<file path="src/rtl/flash_cmd_pkg.sv">
package flash_cmd_pkg;

  typedef enum logic [2:0] {
    OP_NONE = 3'd0,
    OP_PROG = 3'd1,
    OP_SECT = 3'd2,
    OP_BLK  = 3'd3,
    OP_CHIP = 3'd4
  } op_kind_t;

  typedef enum logic [2:0] {
    ST_READY,
    ST_RUN,
    ST_HALT,
    ST_PAUSE,
    ST_PRUN
  } ctl_state_t;

  typedef struct packed {
    logic prog;
    logic sect;
    logic blk;
    logic chip;
    logic id_in;
    logic id_out;
    logic susp;
    logic resume;
  } cmd_req_t;

endpackage

</file>
<file path="src/rtl/flash_unlock_dec.sv">
module flash_unlock_dec
  import flash_cmd_pkg::*;
#(
  parameter int CMP_W = 11
) (
  input  logic             clk,
  input  logic             rst,
  input  logic             abort,
  input  logic             seq_en,
  input  logic             wr_stb,
  input  logic [CMP_W-1:0] lo_addr,
  input  logic [7:0]       dat,
  output cmd_req_t         req
);

  localparam logic [CMP_W-1:0] KEY_A = CMP_W'('h555);
  localparam logic [CMP_W-1:0] KEY_B = CMP_W'('h2AA);

  logic [2:0] step;
  logic       at_a, at_b;

  assign at_a = (lo_addr == KEY_A);
  assign at_b = (lo_addr == KEY_B);

  always_comb begin
    req = '0;
    if (wr_stb) begin
      case (step)
        3'd0: begin
          req.id_out = (dat == 8'hF0);
          req.resume = (dat == 8'h30);
          req.susp   = (dat == 8'hB0);
        end
        3'd2: begin
          req.id_in  = at_a && (dat == 8'h90);
          req.id_out = at_a && (dat == 8'hF0);
        end
        3'd3: req.prog = 1'b1;
        3'd6: begin
          req.sect = (dat == 8'h50);
          req.blk  = (dat == 8'h30);
          req.chip = at_a && (dat == 8'h10);
        end
        default: ;
      endcase
    end
  end

  always_ff @(posedge clk) begin
    if (rst || abort || !seq_en) begin
      step <= 3'd0;
    end else if (wr_stb) begin
      case (step)
        3'd0: step <= (at_a && dat == 8'hAA) ? 3'd1 : 3'd0;
        3'd1: step <= (at_b && dat == 8'h55) ? 3'd2 : 3'd0;
        3'd2: step <= !at_a ? 3'd0 : (dat == 8'hA0) ? 3'd3 : (dat == 8'h80) ? 3'd4 : 3'd0;
        3'd4: step <= (at_a && dat == 8'hAA) ? 3'd5 : 3'd0;
        3'd5: step <= (at_b && dat == 8'h55) ? 3'd6 : 3'd0;
        default: step <= 3'd0;
      endcase
    end
  end


  idle_step_chk: assert property (@(posedge clk) disable iff (rst)
    !$past(seq_en) |-> !(req.prog || req.sect || req.blk || req.chip || req.id_in));

endmodule

</file>
<file path="src/rtl/flash_op_ctrl.sv">
module flash_op_ctrl
  import flash_cmd_pkg::*;
#(
  parameter int AW        = 21,
  parameter int DW        = 16,
  parameter int PROG_CYC  = 8,
  parameter int ERASE_CYC = 40,
  parameter int SUSP_CYC  = 4,
  parameter int SECT_BITS = 11,
  parameter int BLK_BITS  = 15,
  parameter int PROT_BITS = 13
) (
  input  logic          clk,
  input  logic          rst,
  input  logic          abort,
  input  logic          wp_n,
  input  cmd_req_t      req,
  input  logic [AW-1:0] wr_addr,
  input  logic [DW-1:0] wr_data,
  output logic          seq_en,
  output logic          op_start,
  output logic [2:0]    op_kind,
  output logic [AW-1:0] op_addr,
  output logic [DW-1:0] op_data,
  output logic          busy,
  output logic          suspended,
  output logic          id_mode
);

  localparam int MAXC = (ERASE_CYC > PROG_CYC) ?
                        ((ERASE_CYC > SUSP_CYC) ? ERASE_CYC : SUSP_CYC) :
                        ((PROG_CYC > SUSP_CYC) ? PROG_CYC : SUSP_CYC);
  localparam int CW = $clog2(MAXC + 1);
  localparam logic [CW-1:0] ONE       = CW'(1);
  localparam logic [CW-1:0] PROG_LEN  = CW'(PROG_CYC);
  localparam logic [CW-1:0] ERASE_LEN = CW'(ERASE_CYC);
  localparam logic [CW-1:0] SUSP_LEN  = CW'(SUSP_CYC);

  ctl_state_t    st;
  op_kind_t      kind_q, sav_kind, new_kind;
  logic [CW-1:0] cnt, sav_cnt;
  logic [AW-1:0] sav_addr;
  logic          id_q;
  logic          ready, paused, guard, in_susp;
  logic          ok_prog, ok_sect, ok_blk, ok_chip, launch;

  function automatic logic hits_prot(input logic [AW-1:0] a, input int span);
    int top;
    top = (span > PROT_BITS) ? span : PROT_BITS;
    return ((a >> top) == '0);
  endfunction

  assign ready  = (st == ST_READY);
  assign paused = (st == ST_PAUSE);
  assign guard  = !wp_n;
  assign in_susp = (sav_kind == OP_SECT) ?
                   ((wr_addr >> SECT_BITS) == (sav_addr >> SECT_BITS)) :
                   ((wr_addr >> BLK_BITS) == (sav_addr >> BLK_BITS));

  assign ok_prog = req.prog && (ready || paused) &&
                   !(guard && hits_prot(wr_addr, 0)) && !(paused && in_susp);
  assign ok_sect = req.sect && ready && !(guard && hits_prot(wr_addr, SECT_BITS));
  assign ok_blk  = req.blk  && ready && !(guard && hits_prot(wr_addr, BLK_BITS));
  assign ok_chip = req.chip && ready && !guard;
  assign launch  = ok_prog || ok_sect || ok_blk || ok_chip;

  always_comb begin
    new_kind = OP_NONE;
    if (ok_prog)      new_kind = OP_PROG;
    else if (ok_sect) new_kind = OP_SECT;
    else if (ok_blk)  new_kind = OP_BLK;
    else if (ok_chip) new_kind = OP_CHIP;
  end

  always_ff @(posedge clk) begin
    if (rst || abort) begin
      st       <= ST_READY;
      cnt      <= '0;
      sav_cnt  <= '0;
      sav_kind <= OP_NONE;
      sav_addr <= '0;
      kind_q   <= OP_NONE;
      op_addr  <= '0;
      op_data  <= '0;
      op_start <= 1'b0;
      id_q     <= 1'b0;
    end else begin
      op_start <= 1'b0;
      if (ready || paused) begin
        if (req.id_in)       id_q <= 1'b1;
        else if (req.id_out) id_q <= 1'b0;
      end
      case (st)
        ST_READY: if (launch) begin
          op_start <= 1'b1;
          kind_q   <= new_kind;
          op_addr  <= wr_addr;
          op_data  <= wr_data;
          cnt      <= ok_prog ? PROG_LEN : ERASE_LEN;
          st       <= ST_RUN;
        end
        ST_RUN: begin
          if (cnt == ONE) begin
            st <= ST_READY;
          end else if (req.susp && (kind_q == OP_SECT || kind_q == OP_BLK)) begin
            st       <= ST_HALT;
            sav_cnt  <= cnt - ONE;
            sav_kind <= kind_q;
            sav_addr <= op_addr;
            cnt      <= SUSP_LEN;
          end else begin
            cnt <= cnt - ONE;
          end
        end
        ST_HALT: begin
          if (cnt == ONE) st <= ST_PAUSE;
          else            cnt <= cnt - ONE;
        end
        ST_PAUSE: begin
          if (ok_prog) begin
            op_start <= 1'b1;
            kind_q   <= OP_PROG;
            op_addr  <= wr_addr;
            op_data  <= wr_data;
            cnt      <= PROG_LEN;
            st       <= ST_PRUN;
          end else if (req.resume) begin
            kind_q  <= sav_kind;
            op_addr <= sav_addr;
            cnt     <= sav_cnt;
            st      <= ST_RUN;
          end
        end
        ST_PRUN: begin
          if (cnt == ONE) st <= ST_PAUSE;
          else            cnt <= cnt - ONE;
        end
        default: st <= ST_READY;
      endcase
    end
  end

  assign seq_en    = ready || paused;
  assign op_kind   = kind_q;
  assign busy      = (st == ST_RUN) || (st == ST_HALT) || (st == ST_PRUN);
  assign suspended = (st == ST_PAUSE) || (st == ST_PRUN);
  assign id_mode   = id_q;


  start_busy_chk: assert property (@(posedge clk) disable iff (rst)
    op_start |-> busy);


  start_pulse_chk: assert property (@(posedge clk) disable iff (rst)
    op_start |=> !op_start);


  busy_lockout_chk: assert property (@(posedge clk) disable iff (rst)
    ($past(busy) && !$past(abort)) |-> !op_start);


  susp_prog_only_chk: assert property (@(posedge clk) disable iff (rst)
    (op_start && suspended) |-> (op_kind == OP_PROG));


  chip_wp_chk: assert property (@(posedge clk) disable iff (rst)
    (op_start && op_kind == OP_CHIP) |-> $past(wp_n));


  abort_idle_chk: assert property (@(posedge clk) disable iff (rst)
    $past(abort) |-> (!busy && !suspended && !id_mode));

endmodule

</file>
<file path="src/rtl/flash_id_rd.sv">
module flash_id_rd #(
  parameter int             AW     = 21,
  parameter int             DW     = 16,
  parameter logic [DW-1:0]  ID_MFR = DW'('h00BF),
  parameter logic [DW-1:0]  ID_DEV = DW'('h7353)
) (
  input  logic          clk,
  input  logic          rst,
  input  logic          id_mode,
  input  logic [AW-1:0] rd_addr,
  output logic [DW-1:0] id_word
);

  localparam logic [AW-1:0] OFS_MFR = AW'(0);
  localparam logic [AW-1:0] OFS_DEV = AW'(1);

  always_ff @(posedge clk) begin
    if (rst || !id_mode)           id_word <= '0;
    else if (rd_addr == OFS_MFR)   id_word <= ID_MFR;
    else if (rd_addr == OFS_DEV)   id_word <= ID_DEV;
    else                           id_word <= '0;
  end

endmodule

</file>
<file path="src/rtl/flash_cmd_seq.sv">
module flash_cmd_seq
  import flash_cmd_pkg::*;
#(
  parameter int AW        = 21,
  parameter int DW        = 16,
  parameter int CMP_W     = 11,
  parameter int PROG_CYC  = 8,
  parameter int ERASE_CYC = 40,
  parameter int SUSP_CYC  = 4,
  parameter int SECT_BITS = 11,
  parameter int BLK_BITS  = 15,
  parameter int PROT_BITS = 13
) (
  input  logic          clk,
  input  logic          rst,
  input  logic          hw_reset_n,
  input  logic          wp_n,
  input  logic          wr_stb,
  input  logic [AW-1:0] wr_addr,
  input  logic [DW-1:0] wr_data,
  input  logic [AW-1:0] rd_addr,
  output logic          op_start,
  output logic [2:0]    op_kind,
  output logic [AW-1:0] op_addr,
  output logic [DW-1:0] op_data,
  output logic          busy,
  output logic          suspended,
  output logic          id_mode,
  output logic [DW-1:0] id_word
);

  logic     abort;
  logic     seq_en;
  cmd_req_t req;

  assign abort = !hw_reset_n;

  flash_unlock_dec #(.CMP_W(CMP_W)) u_dec (
    .clk     (clk),
    .rst     (rst),
    .abort   (abort),
    .seq_en  (seq_en),
    .wr_stb  (wr_stb),
    .lo_addr (wr_addr[CMP_W-1:0]),
    .dat     (wr_data[7:0]),
    .req     (req)
  );

  flash_op_ctrl #(
    .AW(AW), .DW(DW), .PROG_CYC(PROG_CYC), .ERASE_CYC(ERASE_CYC),
    .SUSP_CYC(SUSP_CYC), .SECT_BITS(SECT_BITS), .BLK_BITS(BLK_BITS),
    .PROT_BITS(PROT_BITS)
  ) u_ctl (
    .clk       (clk),
    .rst       (rst),
    .abort     (abort),
    .wp_n      (wp_n),
    .req       (req),
    .wr_addr   (wr_addr),
    .wr_data   (wr_data),
    .seq_en    (seq_en),
    .op_start  (op_start),
    .op_kind   (op_kind),
    .op_addr   (op_addr),
    .op_data   (op_data),
    .busy      (busy),
    .suspended (suspended),
    .id_mode   (id_mode)
  );

  flash_id_rd #(.AW(AW), .DW(DW)) u_id (
    .clk     (clk),
    .rst     (rst),
    .id_mode (id_mode),
    .rd_addr (rd_addr),
    .id_word (id_word)
  );

endmodule

</file>
<file path="config.mk">
export PLATFORM = sky130hd
export DESIGN_NAME = flash_cmd_seq
export DESIGN_NICKNAME = d
export VERILOG_FILES = /design/src/rtl/flash_cmd_pkg.sv /design/src/rtl/flash_unlock_dec.sv /design/src/rtl/flash_op_ctrl.sv /design/src/rtl/flash_id_rd.sv /design/src/rtl/flash_cmd_seq.sv
export SDC_FILE = /design/constraint.sdc
export NUM_CORES = 1
export LEC_CHECK = 0
export CORE_ASPECT_RATIO = 1.4
export CORE_MARGIN = 2
export CORE_UTILIZATION = 44
export CTS_CLUSTER_DIAMETER = 200
export DETAILED_ROUTE_END_ITERATION = 10
export PLACE_DENSITY = 0.83
export SETUP_SLACK_MARGIN = 0.15
export SYNTH_ARGS = -nofsm -noshare
export SYNTH_HDL_FRONTEND = slang
export SYNTH_SLANG_ARGS = --single-unit
</file>
<file path="constraint.sdc">
create_clock -name clk -period 2.75 [get_ports clk]
set_clock_uncertainty 0.1 [all_clocks]
set_input_delay 0.825 -clock clk [delete_from_list [all_inputs] [get_ports clk]]
set_output_delay 0.825 -clock clk [all_outputs]
set_load 0.01 [all_outputs]
</file>
==> metrics.md, run 1 <==
| Metric | Value |
|---|---|
| Ports | ~120 |
| Max_cap viols | 0 |
| Hold path cells | 2 |
| Number of cells on the critical path | 10 |
| CP Max Fanout | 6 |
| CTS Buffer Depth | 2 |
| Flops & latches, synth | 87 |
| DP HPWL | between 9000 and 10000 um |
| Top cells by area, synth | dfxtp_1 (40%), mux2i_1 (8.7%), nor2_1 (5.8%) |
| Post-synthesis sequential area ratio | 0.399 |
| Cells after synthesis | 505 |
| Syn-to-layout area delta | 60.8% |
| CTS tree | built |
| Synth Cell Area | 4360 sq um |
| Clk root buf | clkbuf_16 |
| Post-synth top area cell | dfxtp_1 |
| Final period util | 0.999 |
| Die Ht | roughly 120 um |
| Worst setup SP type | input port |
| RSZ-0062 raised after global routing | true |
| Die Area | 10700 sq um |
| Hold-fix buffers, CTS | 0 |
| Pin count of the biggest net entering global routing | 33 |
| Outcome | finished, final reports clean |
| Nets@finish | roughly 740 |
| Drt total wl | 15300 um |
| Cells along the critical path | dlygate4sd2_1 -> nor4bb_2 -> nand3_2 -> or3_4 -> o211ai_2 -> o211a_4 -> buf_8 -> buf_12 -> nor2_2 -> a211oi_2 |
| Crit path arrival time | just under 3000 ps |
| Worst r2r path cells | 9 |
| Hold/Removal Path Class | reg2reg |
| Grt ovf | 0 |
| Post-synth EDFFs | 0 |
| Crit path time final | around 2700 ps |
| First DRT Iteration DRCs | 555 |
| Core area | 9790 sq um |
| Die width | 88.2 um |
| Port Buf Inserts | 119 |
| Worst Setup Path Type | in2reg |
| Power per cell area | 381 nW/um^2 |
| DR vias | 4674 |
| H-tree depth | 3 |
| Endpoints failing setup | 0 |
| Final Slew Violations | 0 |
| Overall Global Routing Usage | 0.262 |
| Primary FF master, synth | dfxtp_1 |
| Leak Pwr | between 2 and 3 nW |
| CP top delay family | simple AND/OR/NAND/NOR gates |
| First-pass GRT wire length | approximately 22000 um |
| ANT nets after route | 0 |
| Ant diodes | 0 |
| # fillers | roughly 660 |
| Share of the synthesized area in the top cell type | 0.399 |
| Drt first pass iters | 6 |
| Number of CTS-inserted buffers | 9 |
| Bufs and invs on worst path | 3 |
| Std cell rows | 43 |
| Initial antenna violation count | 0 |
| VDD IR max | 442 uV |
| Required time of the critical path | 2910 ps |
| Synth warn | 0 |
| GP Congestion | roughly 0.85 |
| Final Hold Fails | 0 |
| Syn avg cell area | 8.64 sq um |
| Overall Power | 2.67 mW |
| Max incr delay on CP | 420 ps |
| Via density | 5.77 |
| Final TNS setup | 0 ps |
| Worst path slowest cell | or3_4 |
| Share of cells above drive strength 1 | 0.287 |
| CTS Sinks | 87 |
| Distinct cells, synth | 63 |
| Kind of end point of the critical path | register |
| Clk slew on worst S/H paths | 60 ps |
| Ys async rst share | 0 |
| Initial Util | 0.446 |
| Drt wl/cell | between 15 and 20 um |
| Drt drc | 0 |
| Number of global-route vias before repair | 4560 |
| Later-pin clock latency in the skew report | 350 ps |
| Max Freq | 364 MHz |
==> logic make-up (layout without fill, tap and decap cells) <==
family,Yosys count,in the layout,share of synthesized area
buf+inv,55,222,0.0751
mux,38,38,0.0872
flops,87,87,0.399
other cells,1,3,0.000859
xor+xnor,14,14,0.0281
fa+ha+maj,2,2,0.00573
compound gates,96,97,0.154
simple gates,212,212,0.250
==> cell type report <==
class / count / area, sq um / area share
clock buffer: 12 / 256 / 0.0366
sequential: 87 / 1750 / 0.250
clock inverter: 4 / 28.8 / 0.00410
tap: 135 / 169 / 0.0241
inverter: 9 / 33.8 / 0.00482
timing repair buffer: 197 / 2020 / 0.287
multi-input combinational: 366 / 2760 / 0.393
==> repair_timing <==
action,in CTS,in global routing
cloned,6,3
gates resized for setup,107,64
setup buffers,6,3
endpoints found under the setup margin,84,71
pin swaps,22,25
==> report_power, final <==
part / internal [mW] / switching (mW) / leakage (nW) / total (mW)
registers: 1.26 / 0.0000000278 / 0.703 / 1.26
logic: 0.127 / 0.103 / 1.91 / 0.231
clock network: 0.664 / 0.520 / 0.135 / 1.18
==> cells in the mapped netlist, types with 3 or more instances <==
cell / count
nand3_1: 9
and3_1: 3
a211oi_1: 21
nand4_1: 9
or3_1: 3
nor2b_1: 5
buf_4: 14
nor3_1: 6
mux2i_1: 38
nand2b_1: 5
o211a_1: 4
nor4bb_1: 5
clkbuf_1: 18
nand4b_1: 3
xor2_1: 3
buf_2: 5
nor2_1: 68
buf_6: 7
inv_1: 9
nor4_1: 6
or2_2: 3
o221ai_1: 4
a211oi_2: 3
xnor2_1: 11
a21oi_1: 39
and2_1: 3
dfxtp_1: 87
nand2_1: 65
o21ai_0: 5
==> flip-flops by register name (all words and copies together), names as in the netlist, 6 cells and up <==
| signal | cells |
|---|---|
| u_ctl.op_addr | 21 |
| u_ctl.sav_addr | 21 |
| u_ctl.op_data | 16 |
| u_ctl.cnt | 6 |
| u_ctl.sav_cnt | 6 |
==> cells in the final DEF, fill, tap and decap left out, drive strengths merged, types with 10 or more instances in the layout <==
cell / instances
dlymetal6s2s: 12
dfxtp: 87
clkdlybuf4s50: 86
a211oi: 24
a21oi: 40
buf: 79
xnor2: 11
inv: 10
nor2: 68
mux2i: 38
clkbuf: 23
nand2: 65
==> metrics by stage <==
step | worst slack, ps | hold WS, ps | area, sq um | instances | utilization
5_1_grt | -43.6 | 370 | 7020 | 810 | 0.716
3_3_place_gp | -564 | 338 | 6020 | 776 | 0.615
3_5_place_dp | -613 | 344 | 6020 | 776 | 0.615
2_1_floorplan | -40.0 | 331 | 4440 | 507 | -
4_1_cts | -59.8 | 354 | 6770 | 804 | 0.691
6_report | 3.56 | 351 | 7020 | 810 | 0.716
==> routing by layer <==
metal,global-route usage,share of wire,up-vias
li1,-,-,2112
met5,0,0,-
met3,0.0434,0.069,59
met4,0.153,0.042,0
met1,0.290,0.37,2237
met2,0.461,0.52,266
==> final timing paths <==
path,startpoint,end,slack [ps]
setup / recovery,wr_addr[7],u_ctl.op_addr[13]$_SDFFE_PP0P_,4
hold / removal,u_ctl.sav_addr[7]$_SDFFE_PP0P_,u_ctl.sav_addr[7]$_SDFFE_PP0P_,350
setup reg to reg,u_dec.step[0]$_SDFFE_PP0P_,u_ctl.op_addr[13]$_SDFFE_PP0P_,110
hold reg to reg,u_ctl.sav_addr[7]$_SDFFE_PP0P_,u_ctl.sav_addr[7]$_SDFFE_PP0P_,350
==> tightest hold or removal path, cell delays in order (launching register included) <==
cell and delay, ps:
dfxtp_1 310, nand2_1 50, a21oi_1 50
Note: power is estimated with default switching activity, not from simulation.
==> inputs of run 2 (changes only) <==
--- a/config.mk
+++ b/config.mk
@@ -5,12 +5,14 @@
 export SDC_FILE = /design/constraint.sdc
 export NUM_CORES = 1
 export LEC_CHECK = 0
+export CELL_PAD_IN_SITES_DETAIL_PLACEMENT = 0
+export CELL_PAD_IN_SITES_GLOBAL_PLACEMENT = 2
 export CORE_ASPECT_RATIO = 1.4
 export CORE_MARGIN = 2
-export CORE_UTILIZATION = 44
+export CORE_UTILIZATION = 25
 export CTS_CLUSTER_DIAMETER = 200
 export DETAILED_ROUTE_END_ITERATION = 10
-export PLACE_DENSITY = 0.83
+export PLACE_DENSITY = 0.82
 export SETUP_SLACK_MARGIN = 0.15
 export SYNTH_ARGS = -nofsm -noshare
 export SYNTH_HDL_FRONTEND = slang
==> metrics.md, run 2 (synthesis gave the netlist of run 1 again) <==
| Metric | Value |
|---|---|
| Outcome | finished, final reports clean |
| Max Freq | 373 MHz (+2.5%) |
| Clk pwr share | 0.484 (+0.041) |
| Die Ht | 160 um (+32%) |
| Final period util | 0.975 (-0.0242) |
| Drt total wl | 14200 um (-7.1%) |
| ANT nets after route | 0 (unchanged) |
| Number of CTS-inserted buffers | 9 (unchanged) |
| Port Buf Inserts | 119 (unchanged) |
| Drt drc | 0 (unchanged) |
| VDD IR max | 294 uV (-34%) |
| CP Max Fanout | 7 (+1) |
| GP Congestion | 0.796 (-6.8%) |
| Initial antenna violation count | 0 (unchanged) |
| Grt ovf | 0 (unchanged) |
| CTS Sinks | 87 (unchanged) |
| Ant diodes | 0 (unchanged) |
| Drt first pass iters | 4 (-2) |
| Syn-to-layout area delta | 63.6% |
| Clk root buf | clkbuf_16 |
| Power per cell area | 402 nW/um^2 (+5.5%) |
| Final worst slack | 70.0 ps (+66.4 ps) |
| Initial Util | 0.253 (-0.193) |
| Share of cells above drive strength 1 | 0.288 (+0.000828) |
| # fillers | 1786 (+170%) |
| Leak Pwr | 2.78 nW (+1.3%) |
| Area of the multi-input gates | 2690 sq um (-2.5%) |
| Endpoints failing setup | 0 (unchanged) |
| Ports | 123 (unchanged) |
| Most frequent cells in the layout | clkdlybuf4s50_1 (86), dfxtp_1 (84), nand2_1 (65) |
| DP HPWL | 9850 um (+9.3%) |
| Later-pin clock latency in the skew report | 350 ps (about the same) |
| Die width | 116 um (+31%) |
| Final Slew Violations | 0 (unchanged) |
| Commonest non-fill, non-tap cell in the layout | clkdlybuf4s50_1 |
| Final Hold Fails | 0 (unchanged) |
| First-pass GRT wire length | 21400 um (-2.3%) |
| Max_cap viols | 0 (unchanged) |
| Via density | 4.74 (-18%) |
| Register Area | 1750 sq um (unchanged) |
| Std cell rows | 57 (+33%) |
| Number of global-route vias before repair | 4305 (-5.6%) |
| Biggest regs | u_ctl.op_addr (21), u_ctl.sav_addr (21), u_ctl.op_data (16) |
| Crit path time final | 2680 ps (-66.4 ps) |
| H-tree depth | 3 (unchanged) |
| Kind of end point of the critical path | register |
| Combinational power share | 0.078 (-0.008) |
| Worst setup SP type | input port |
| Core area | 17300 sq um (+76%) |
| Setup Slack @ Placement | -726 ps (-113 ps) |
| Nets@finish | 740 (+0.68%) |
| Drt wl/cell | 15.5 um (-18%) |
| Die Area | 18500 sq um (+73%) |
| Flop pwr share | 0.438 (-0.032) |
| Required time of the critical path | 2890 ps (-20 ps) |
| DR vias | 4341 (-7.1%) |
| CTS tree | built |
| Pin count of the biggest net entering global routing | 44 (+33%) |
| First DRT Iteration DRCs | 110 (-80%) |
| Crit path arrival time | 2820 ps (-80 ps) |
| CTS Buffer Depth | 2 (unchanged) |
| Clk slew on worst S/H paths | 70 ps (about the same) |
| Final Cell Area | 7140 sq um (+1.8%) |
| Internal Pwr Total | 2.22 mW (+8.4%) |
| NetSw | 0.648 mW (+4.0%) |
| Worst Setup Path Type | in2reg |
| Switch share | 0.226 (-0.00732) |
| Placed Area | 6190 sq um (+2.8%) |
| Overall Global Routing Usage | 0.145 (-0.117) |
| RSZ-0062 raised after global routing | true |
| Hold/Removal Path Class | reg2reg |
==> run 2: power groups by stage <==
stage | combinational, mW | sequential [mW] | clock (mW)
finish | 0.224 | 1.26 | 1.39
global placement | 0.221 | 1.29 | 0
global route | 0.238 | 1.26 | 1.48
detailed placement | 0.223 | 1.29 | 0
floorplan | 0.0586 | 1.29 | 0
CTS | 0.220 | 1.26 | 1.42
==> run 2: critical path, stage by stage <==
cell,delay [ps]
buf_2,120
nor4_4,320
buf_4,190
buf_6,100
nand4b_1,110
o32a_1,250
o211ai_4,130
o211a_4,350
buf_12,170
mux2i_1,180
nor2_1,60
==> run 2: timing repair <==
| item | in CTS | in global routing |
|---|---|---|
| pin swaps | 19 | 36 |
| hold buffers | 0 | 0 |
| setup buffers | 11 | 5 |
| setup endpoints to repair | 82 | 56 |
| gates resized for setup | 88 | 72 |
| gates cloned | 1 | 5 |
==> run 2: worst paths after layout <==
check / end / startpoint / slack [ps] / cells past startpoint
worst max-delay path: u_ctl.op_kind[1]$_SDFFE_PP0P_ / wr_data[3] / 70 / 11
worst min-delay path: u_ctl.sav_addr[8]$_SDFFE_PP0P_ / u_ctl.sav_addr[8]$_SDFFE_PP0P_ / 350 / 2
worst max register to register: u_ctl.op_kind[1]$_SDFFE_PP0P_ / u_ctl.st[1]$_SDFFE_PP0P_ / 300 / 8
worst min register to register: u_ctl.sav_addr[8]$_SDFFE_PP0P_ / u_ctl.sav_addr[8]$_SDFFE_PP0P_ / 350 / 2
==> run 2: through the flow <==
stage | power [mW] | cells | hold WS [ps] | setup TNS, ps | utilization
after detailed placement | 1.51 | 878 | 343 | -41970 | 0.359
after global placement | 1.51 | 878 | 337 | -40220 | 0.359
final | 2.87 | 916 | 352 | 0 | 0.414
after CTS | 2.90 | 906 | 352 | -104 | 0.395
after floorplan | 1.35 | 507 | 331 | -169 | -
after global routing | 2.97 | 916 | 376 | -0.394 | 0.414
==> run 2: per-layer routing <==
metal	vias up	wire length, um	GRT usage
met5	-	0	0
li1	2120	-	-
met3	17	730	0.0347
met2	133	7330	0.255
met1	2071	5840	0.168
met4	0	274	0.0530
==> run 2: area by class of cell <==
cell class	count	area share
Clock buffer	10	0.0335
Timing Repair Buffer	203	0.284
Tap cell	236	0.0414
Multi-Input combinational cell	365	0.376
Sequential cell	87	0.245
Clock inverter	6	0.0144
Inverter	9	0.00473
==> inputs of run 3 (changes only) <==
--- a/config.mk
+++ b/config.mk
@@ -12,6 +12,7 @@
 export CORE_UTILIZATION = 25
 export CTS_CLUSTER_DIAMETER = 200
 export DETAILED_ROUTE_END_ITERATION = 10
+export GPL_TIMING_DRIVEN = 0
 export PLACE_DENSITY = 0.82
 export SETUP_SLACK_MARGIN = 0.15
 export SYNTH_ARGS = -nofsm -noshare
==> metrics.md, run 3 (synthesis gave the netlist of run 1 again) <==
| Metric | Value |
|---|---|
| CTS Buffer Depth | 2 (unchanged) |
| Number of CTS-inserted buffers | 9 (unchanged) |
| Met1 WL | 6050 um (+3.5%) |
| Clk pwr share | 0.455 (-0.029) |
| Via density | 4.72 (-0.39%) |
| Wire length on met2 | 7570 um (+3.3%) |
| VDD IR max | 206 uV (-30%) |
| Ant diodes | 0 (unchanged) |
| Final worst slack | -36.6 ps (-107 ps) |
| Power per cell area | 380 nW/um^2 (-5.3%) |
| Ports | 123 (unchanged) |
| Crit path time final | 2790 ps (+107 ps) |
| Worst r2r path cells | 9 (+1) |
| Std cell rows | 57 (unchanged) |
| Max layer used | met4 |
| Later-pin clock latency in the skew report | 340 ps (about the same) |
| Drt wl/cell | 16.1 um (+4.1%) |
| Drt first pass iters | 4 (unchanged) |
| Placed insts | 862 (-1.8%) |
| Slack of the worst reg-to-reg path | 190 ps (-110 ps) |
| Met3 wire len | 711 um (-2.6%) |
| Kind of end point of the critical path | register |
| CTS tree | built |
| Syn-to-layout area delta | 60.6% |
| CP Max Fanout | 5 (-2) |
| Internal Pwr Total | 2.06 mW (-7.4%) |
| Required time of the critical path | 2890 ps (about the same) |
| Cells along the critical path | buf_8 -> or4_4 -> nor4_4 -> o32a_1 -> o211ai_2 -> buf_4 -> buf_6 -> o221a_4 -> buf_6 -> o211a_1 |
| Grt ovf | 0 (unchanged) |
| First-pass GRT wire length | 22300 um (+4.1%) |
| Die Ht | 160 um (unchanged) |
| Clk slew on worst S/H paths | 60 ps (about the same) |
| Worst setup SP type | input port |
| Pin count of the biggest net entering global routing | 15 (-66%) |
| Most frequent cells in the layout | clkdlybuf4s50_1 (86), dfxtp_1 (86), nand2_1 (65) |
| Most common cell on crit path | buf_6 |
| Number of cells on the critical path | 10 (-1) |
| Crit path arrival time | 2920 ps (+100 ps) |
| Final Hold Fails | 0 (unchanged) |
| Outcome | finished with violations |
| Initial antenna violation count | 0 (unchanged) |
| Endpoints failing setup | 4 (+4) |
| Clk root buf | clkbuf_16 |
| Flop pwr share | 0.472 (+0.034) |
| # fillers | 1762 (-1.3%) |
| Initial Util | 0.253 (unchanged) |
| CP top delay family | simple AND/OR/NAND/NOR gates |
| Final core occ | 0.406 (-0.00768) |
| CTS Sinks | 87 (unchanged) |
| Max_cap viols | 0 (unchanged) |
| Final period util | 1.01 (+0.0388) |
| Crit Reg-Reg Startpoint | u_ctl.st[0]$_SDFFE_PP0P_ |
| Combinational power share | 0.073 (-0.005) |
| Switch share | 0.229 (+0.00271) |
| First DRT Iteration DRCs | 187 (+70%) |
| Final Cell Area | 7010 sq um (-1.9%) |
| Placed Area | 5920 sq um (-4.3%) |
| Nets@finish | 730 (-1.4%) |
| Slew @ Worst Pin | 759 ps |
| NetSw | 0.610 mW (-5.9%) |
| Bufs and invs on worst path | 4 (unchanged) |
| Final Slew Violations | 0 (unchanged) |
| DP HPWL | 10500 um (+6.3%) |
| Core area | 17300 sq um (unchanged) |
| Port Buf Inserts | 119 (unchanged) |
| Worst Setup Path Type | in2reg |
| Area of the multi-input gates | 2760 sq um (+2.7%) |
| Worst Setup SP | wr_addr[18] |
| Worst reg2reg endpoint | u_ctl.op_addr[8]$_SDFFE_PP0P_ |
| Die width | 116 um (unchanged) |
| Leak Pwr | 2.63 nW (-5.5%) |
| Worst path slowest cell | or4_4 |
| H-tree depth | 3 (unchanged) |
| Share of cells above drive strength 1 | 0.277 (-0.0117) |
| Drt drc | 0 (unchanged) |
| Overall Global Routing Usage | 0.153 (+0.00838) |
| Hold/Removal Path Class | reg2reg |
| Max Freq | 359 MHz (-3.8%) |
| RSZ-0062 raised after global routing | true |
| Register Area | 1750 sq um (-0.43%) |
| GP Congestion | 0.812 (+2.0%) |
| Max_slew headroom | 0.494 |
| Die Area | 18500 sq um (unchanged) |
| Setup Slack @ Placement | -1180 ps (-455 ps) |
| Failing checks | negative setup slack |
| ANT nets after route | 0 (unchanged) |
| Drt total wl | 14600 um (+2.8%) |
| Hold_ws | 350 ps (-1.40 ps) |
| DR vias | 4272 (-1.6%) |
| CP endpoint | u_ctl.cnt[4]$_SDFFE_PP0P_ |
| Biggest regs | u_ctl.op_addr (21), u_ctl.sav_addr (21), u_ctl.op_data (16) |
| Overall Power | 2.67 mW (-7.0%) |
| Number of global-route vias before repair | 4308 (+0.070%) |
| Max incr delay on CP | 570 ps (+220 ps) |
| Post-Layout Cell Count | 905 (-1.2%) |
| Final TNS setup | -117 ps (-117 ps) |
==> run 3: timing repair <==
| item | 4_1_cts | 5_1_grt |
|---|---|---|
| setup buffers | 18 | 4 |
| endpoints found under the setup margin | 85 | 83 |
| hold buffers | 0 | 0 |
| pin swaps | 19 | 19 |
| resized for setup | 179 | 53 |
| gates cloned | 4 | 2 |
==> run 3: final cells by class <==
class,count,share of cell area
plain buffers,46,0.0568
clock buffers,9,0.0321
clock inverters,6,0.00893
inverters,9,0.00482
multi-input cells,365,0.394
flip-flops and latches,87,0.249
well taps,236,0.0421
repair buffers,147,0.212
==> run 3: worst min-delay path, stage by stage (launching register included) <==
cell	delay (ps)
dfxtp_1	310
nand2_1	50
a21oi_1	50
==> run 3: power groups by stage <==
stage	Sequential, mW	Clock, mW	Combinational [mW]
2_1_floorplan	1.29	0	0.0586
3_3_place_gp	1.29	0	0.189
3_5_place_dp	1.29	0	0.190
4_1_cts	1.26	1.24	0.190
5_1_grt	1.26	1.29	0.208
6_report	1.26	1.21	0.195
==> run 3: worst min path at each step <==
stage,startpoint,to,slack (ps),depth (start not counted)
6_report,u_ctl.sav_addr[7]$_SDFFE_PP0P_,u_ctl.sav_addr[7]$_SDFFE_PP0P_,350,2
5_1_grt,u_ctl.sav_addr[7]$_SDFFE_PP0P_,u_ctl.sav_addr[7]$_SDFFE_PP0P_,370,2
3_3_place_gp,u_ctl.sav_addr[1]$_SDFFE_PP0P_,u_ctl.sav_addr[1]$_SDFFE_PP0P_,340,2
2_1_floorplan,u_ctl.sav_addr[0]$_SDFFE_PP0P_,u_ctl.sav_addr[0]$_SDFFE_PP0P_,330,2
3_5_place_dp,u_ctl.sav_addr[7]$_SDFFE_PP0P_,u_ctl.sav_addr[7]$_SDFFE_PP0P_,340,2
4_1_cts,u_ctl.sav_addr[7]$_SDFFE_PP0P_,u_ctl.sav_addr[7]$_SDFFE_PP0P_,350,2
==> run 3: routing by layer <==
layer / global-route usage / vias to the layer above
li1: - / 2099
met2: 0.281 / 116
met5: 0 / -
met1: 0.173 / 2040
met4: 0.0536 / 0
met3: 0.0302 / 17
